`config.mk`:
```
export PLATFORM = sky130hd
export DESIGN_NAME = afsk_tone_tx
export DESIGN_NICKNAME = d
export VERILOG_FILES = /design/src/rtl/afsk_tone_tx.sv
export SDC_FILE = /design/constraint.sdc
export NUM_CORES = 1
export LEC_CHECK = 0
export ABC_AREA = 0
export BUFFER_PORTS_ARGS = -buffer_cell sky130_fd_sc_hd__buf_2
export CAP_MARGIN = 25
export CORE_ASPECT_RATIO = 0.9
export CORE_UTILIZATION = 55
export DETAILED_ROUTE_END_ITERATION = 10
export PLACE_DENSITY = 0.73
export RECOVER_POWER = 50
export SLEW_MARGIN = 20
export SYNTH_ARGS = -nofsm -noshare
export SYNTH_HDL_FRONTEND = slang
export SYNTH_SLANG_ARGS = --single-unit
```
`constraint.sdc`:
```
create_clock -name clk -period 8.8 [get_ports clk]
set_clock_uncertainty 0.05 [all_clocks]
set_input_delay 1.32 -clock clk [delete_from_list [all_inputs] [get_ports clk]]
set_output_delay 1.32 -clock clk [all_outputs]
set_load 0.02 [all_outputs]
```
`src/rtl/afsk_tone_tx.sv`:
```
module afsk_tone_tx #(
  parameter int          SAMPLE_HZ  = 9600,
  parameter int          BAUD       = 1200,
  parameter int          MARK_HZ    = 1200,
  parameter int          SPACE_HZ   = 2200,
  parameter int          STUFF_RUN  = 5,
  parameter int          CNT_W      = 8,
  parameter logic [7:0]  FLAG_BYTE  = 8'h7E,
  parameter logic [7:0]  ABORT_BYTE = 8'h7F,
  parameter logic [7:0]  ESC_BYTE   = 8'h1B
) (
  input  logic             clk,
  input  logic             rst_n,
  input  logic [7:0]       in_data,
  input  logic             in_valid,
  output logic             in_ready,
  input  logic [CNT_W-1:0] cfg_preamble,
  input  logic [CNT_W-1:0] cfg_trailer,
  input  logic             sample_stb,
  output logic [7:0]       sample_out,
  output logic             busy
);

  localparam int WAVE = 512;
  localparam int SPB  = SAMPLE_HZ / BAUD;
  localparam int SC_W = (SPB > 1) ? $clog2(SPB) : 1;
  localparam logic [8:0] MARK_INC  = 9'((WAVE * MARK_HZ + SAMPLE_HZ / 2) / SAMPLE_HZ);
  localparam logic [8:0] SPACE_INC = 9'((WAVE * SPACE_HZ + SAMPLE_HZ / 2) / SAMPLE_HZ);
  localparam longint ROT_C = 64'sd1073660973;
  localparam longint ROT_S = 64'sd13176464;

  if (SAMPLE_HZ % BAUD != 0) begin : g_bad_rate
    $error("sample rate must be a whole multiple of the baud rate");
  end

  function automatic logic [1023:0] build_quarter();
    logic [1023:0] t;
    longint s, c, ns;
    t = '0;
    s = 0;
    c = 64'sd1 <<< 30;
    for (int i = 0; i < 128; i++) begin
      t[i*8 +: 8] = 8'(128 + ((s * 255) >>> 31));
      ns = (s * ROT_C + c * ROT_S) >>> 30;
      c  = (c * ROT_C - s * ROT_S) >>> 30;
      s  = ns;
    end
    return t;
  endfunction

  localparam logic [1023:0] QUARTER = build_quarter();

  function automatic logic [7:0] wave_at(input logic [8:0] ph);
    logic [6:0] q;
    logic [7:0] v;
    q = ph[7] ? ~ph[6:0] : ph[6:0];
    v = QUARTER[{q, 3'b000} +: 8];
    return ph[8] ? ~v : v;
  endfunction

  function automatic logic [8:0] other_tone(input logic [8:0] cur);
    return (cur == MARK_INC) ? SPACE_INC : MARK_INC;
  endfunction

  logic             busy_q, n_busy;
  logic [8:0]       phase, n_phase, inc, n_inc;
  logic [SC_W-1:0]  scnt, n_scnt;
  logic [3:0]       bits_left, n_bits, ones, n_ones;
  logic [7:0]       shreg, n_sh, samp, n_samp;
  logic             stuff_on, n_stuff, halt;
  logic [CNT_W-1:0] pre_left, n_pre, trl_left, n_trl;
  logic [7:0]       h0, h1, n_h0, n_h1;
  logic [1:0]       hcnt, n_hcnt, pop, after_cnt;
  logic             in_fire;

  assign busy       = busy_q;
  assign sample_out = samp;
  assign in_ready   = (hcnt != 2'd2);
  assign in_fire    = in_valid && in_ready;

  always_comb begin
    n_busy  = busy_q;
    n_phase = phase;
    n_inc   = inc;
    n_scnt  = scnt;
    n_bits  = bits_left;
    n_ones  = ones;
    n_sh    = shreg;
    n_samp  = samp;
    n_stuff = stuff_on;
    n_pre   = pre_left;
    n_trl   = trl_left;
    pop     = 2'd0;
    halt    = 1'b0;

    if (busy_q && sample_stb) begin
      if (scnt == '0) begin
        if (bits_left == 4'd0) begin
          if (hcnt == 2'd0 && trl_left == '0) begin
            halt = 1'b1;
          end else begin
            if (!stuff_on) n_ones = 4'd0;
            n_stuff = 1'b1;
            if (pre_left != '0) begin
              n_pre   = pre_left - 1'b1;
              n_sh    = FLAG_BYTE;
              n_stuff = 1'b0;
            end else if (hcnt == 2'd0) begin
              n_trl   = trl_left - 1'b1;
              n_sh    = FLAG_BYTE;
              n_stuff = 1'b0;
            end else begin
              pop = 2'd1;
              if (h0 == ESC_BYTE) begin
                if (hcnt < 2'd2) begin
                  halt = 1'b1;
                end else begin
                  pop  = 2'd2;
                  n_sh = h1;
                end
              end else begin
                n_sh = h0;
                if (h0 == FLAG_BYTE || h0 == ABORT_BYTE) n_stuff = 1'b0;
              end
            end
            n_bits = 4'd8;
          end
        end
        if (!halt) begin
          n_scnt = SC_W'(SPB - 1);
          if (n_stuff && n_ones >= 4'(STUFF_RUN)) begin
            n_ones = 4'd0;
            n_inc  = other_tone(inc);
          end else begin
            if (n_sh[0]) begin
              if (n_ones != 4'hF) n_ones = n_ones + 4'd1;
            end else begin
              n_ones = 4'd0;
              n_inc  = other_tone(inc);
            end
            n_sh   = {1'b0, n_sh[7:1]};
            n_bits = n_bits - 4'd1;
          end
        end
      end else begin
        n_scnt = scnt - 1'b1;
      end

      if (halt) begin
        n_busy = 1'b0;
        n_samp = 8'd128;
      end else begin
        n_phase = phase + n_inc;
        n_samp  = wave_at(n_phase);
      end
    end

    if (!busy_q && in_fire) begin
      n_busy  = 1'b1;
      n_phase = 9'd0;
      n_inc   = MARK_INC;
      n_ones  = 4'd0;
      n_scnt  = '0;
      n_bits  = 4'd0;
      n_stuff = 1'b0;
      n_pre   = cfg_preamble;
    end
    if (in_fire) n_trl = cfg_trailer;
  end

  always_comb begin
    n_h0      = h0;
    n_h1      = h1;
    after_cnt = hcnt;
    if (pop == 2'd1) begin
      n_h0      = h1;
      after_cnt = hcnt - 2'd1;
    end else if (pop == 2'd2) begin
      after_cnt = 2'd0;
    end
    n_hcnt = after_cnt;
    if (in_fire) begin
      if (after_cnt == 2'd0) n_h0 = in_data;
      else                   n_h1 = in_data;
      n_hcnt = after_cnt + 2'd1;
    end
  end

  always_ff @(posedge clk) begin
    if (!rst_n) begin
      busy_q    <= 1'b0;
      phase     <= 9'd0;
      inc       <= MARK_INC;
      scnt      <= '0;
      bits_left <= 4'd0;
      ones      <= 4'd0;
      shreg     <= 8'd0;
      samp      <= 8'd128;
      stuff_on  <= 1'b0;
      pre_left  <= '0;
      trl_left  <= '0;
      h0        <= 8'd0;
      h1        <= 8'd0;
      hcnt      <= 2'd0;
    end else begin
      busy_q    <= n_busy;
      phase     <= n_phase;
      inc       <= n_inc;
      scnt      <= n_scnt;
      bits_left <= n_bits;
      ones      <= n_ones;
      shreg     <= n_sh;
      samp      <= n_samp;
      stuff_on  <= n_stuff;
      pre_left  <= n_pre;
      trl_left  <= n_trl;
      h0        <= n_h0;
      h1        <= n_h1;
      hcnt      <= n_hcnt;
    end
  end

endmodule

```
==> metrics.md <==
| Metric | Value |
|---|---|
| Outcome | `finished with violations` |
| Failing checks | `max-capacitance violations` |
| Most frequent cells in the layout | `nand2_1, a21oi_1, nor2_1` |
| Initial antenna violation count | `0` |
| Post-synth EDFFs | `0` |
| Warnings from Yosys | `0` |
| Startpoint Class | `flip-flop` |
| WHS | `408 ps` |
| Critical-path top delay cell | `nor4_1` |
| Syn Nets | `918` |
| Final core occ | `62.2%` |
| DR WL/cell | `18.5 um` |
| N_diodes | `0` |
| Mux share of post-synthesis cell area | `2.10%` |
| Vias per Instance | `6.49` |
| Site Rows | `36` |
| CTS max path bufs | `2` |
| Cell area after placement | `0.00648 sq mm` |
| Final setup viols | `0` |
| Die Span X | `114 um` |
| CTS tree | `yes` |
| Simple-Gate Fraction of Synth Area | `25.5%` |
| Compound-Gate Fraction of Synth Area | `30.9%` |
| Post-synthesis sequential area ratio | `26.2%` |
| Critical Path Sink Type | `flip-flop` |
| CTS buffer count | `9` |
| Tightest Pin Transition | `1480 ps` |
| Post-CTS setup buffers | `0` |
| Clock Sinks | `81` |
| Share of cells above drive strength 1 | `7.98%` |
| # IOs | `38` |
| DR iter-0 viols | `802` |
| Starting density of the core | `56.8%` |
| Largest net degree at the start of global routing | `43` |
| Clk root buf | `clkbuf_16` |
| Port bufs | `37` |
| Commonest non-fill, non-tap cell in the layout | `nand2_1` |
| Critical path class | `flip-flop to flip-flop` |
| Max-Cap Viols | `1` |
| Setup TNS Final | `0 ps` |
| Design area | `0.00679 sq mm` |
| Post-DP HPWL | `13.6 mm` |
| Max-slew headroom | `0.173%` |
| First-pass GRT wire length | `29.9 mm` |
| Critical path arrival | `7910 ps` |
| Htree depth | `3` |
| Slowest cell delay on critical path | `1220 ps` |
| GR Overflow Total | `0` |
| Clock slew at reported path FFs | `60 ps` |
| RSZ-0062 raised after global routing | `false` |
| Total GRT Usage | `32.6%` |
| Main combinational cell family by area after synthesis | `compound AO/OA/AOI/OAI gates` |
| Antenna-violating nets left | `0` |
| Routed vias | `6683` |
| Synthesized netlist cell count | `861` |
| Synth Flop Type | `dfxtp_1` |
| Area share of fa/ha/maj cells after synthesis | `5.98%` |
| Xor/xnor share of the synthesized area | `4.24%` |
| Post-CTS Hold Fix Bufs | `0` |
| Cell taking the most area after synthesis | `dfxtp_1` |
| # DRC | `0` |
| Die area | `0.0117 sq mm` |
| Layout area overhead | `9.56%` |
| Max-slew violation count | `0` |
| Distinct cell type count after synthesis | `72` |
| Min-delay worst type | `flip-flop to flip-flop` |
| Synth Cell Area | `0.00619 sq mm` |
| Core area | `0.0109 sq mm` |
| Largest cells by area after synthesis | `dfxtp_1, a21oi_1, nand2_1` |
| Gpl congestion | `1.02` |
| Router iterations before antenna repair | `6` |
| Mean post-synth cell area | `7.19 sq um` |
| Data required, critical path | `8970 ps` |
| Post_cts resized | `0` |
| Worst skew pair latency | `350 ps` |
| Post-layout minimum cycle time | `7740 ps` |
| Maximum clock frequency | `129 MHz` |
| Die height | `103 um` |
| Max Fanout on Critical Path | `21` |
| Cells along the critical path | `inv_1 -> ha_1 -> nor4_1 -> nand3_1 -> a21oi_1 -> buf_4 -> or3_1 -> nor2_1 -> a21o_1 -> ha_1 -> o211ai_1 -> o211a_1 -> o211a_1 -> xnor2_1 -> ha_1 -> a21oi_1 -> o21ai_0 -> o21ai_0 -> or4_1 -> a32oi_1 -> xnor2_1 -> o21ai_0` |
| Fin. Hold Viols | `0` |
| Nets@finish | `930` |
| Synth Register Bits | `81` |
| FFs w/ async S/R, synth | `0%` |
| Number of global-route vias before repair | `5825` |
| Fin crit share | `87.9%` |
| Post-synth top area share | `26.2%` |
| Drt total wl | `19.1 mm` |
layer usage:
layer	wire length [um]	up-vias	global-route usage, %
met4	344	0	9.39
li1	-	3196	-
met2	8190	354	49.2
met5	0	-	0
met3	1830	38	8.05
met1	8700	3095	46.0
kinds of logic after synthesis:
family,count (synthesis)
fa+ha+maj,29
flops,81
compound gates,295
mux,13
xor+xnor,27
buf+inv,81
simple gates,335
cells in the mapped netlist (3+ instances only):
master     count
nor3_1        26
a2111oi_0      3
and3_1         5
a22oi_1       13
a21oi_1       96
o211a_1        3
o31a_1         3
o211ai_1      11
ha_1          28
o21ai_0       52
o22ai_1       12
buf_1          4
a41oi_1        3
mux2i_1       13
nor4_1         8
inv_1         28
a22o_1         4
a32oi_1        4
a311oi_1       4
or2_2          6
dfxtp_1       81
nand4_1        8
clkbuf_1      45
a21o_1        10
o221ai_1       5
nor2b_1        8
o31ai_1        4
and2_1        12
xor2_1         9
nand2b_1      11
or3_1         11
nand2_1      102
o22a_1         3
a31oi_1       10
xnor2_1       16
nor2_1        91
a211oi_1      29
nand3_1       36
worst paths after layout:
kind	from	to	slack, ps	depth (start not counted)
hold reg to reg	shreg[7]	shreg[7]	410	2
setup / recovery	hcnt[1]	sample_out[0]	1060	22
hold / removal	shreg[7]	shreg[7]	410	2
setup reg to reg	hcnt[1]	sample_out[0]	1060	22
registers in the layout, summed over array words and instances (netlist names), 3 cells and up:
| name | flops |
|---|---|
| sample_out | 8 |
| bits_left | 4 |
| h0 | 8 |
| phase | 9 |
| trl_left | 8 |
| scnt | 3 |
| inc | 9 |
| shreg | 8 |
| h1 | 8 |
| pre_left | 8 |
| ones | 4 |
worst max-delay path, delay by kind of cell, from the launching register on:
kind	cells	cell delay, ps
buffers and inverters	2	400
AND/OR/NAND/NOR	5	2470
AO/OA/AOI/OAI	10	1990
flip-flops	1	600
XOR/XNOR	2	750
adder cells (fa/ha/maj)	3	1320
stage by stage:
step | cells | setup slack (ps)
after floorplan | 861 | 1890
after global placement | 1013 | 1690
after detailed placement | 1013 | 1340
after CTS | 1028 | 1340
after global routing | 1029 | 423
final | 1029 | 1060
layout make-up:
type                    instances  area [sq um]
inverters                      29           109
well taps                     152           190
clock buffers                  10           229
repair buffers                 53           288
flip-flops and latches         81          1620
multi-input cells             699          4240
clock inverters                 5           104
fillers                       990          4120
Power is left out: the tool's default activity adds up to more than one toggle a clock period on the data nets, which glitch-free logic cannot reach.
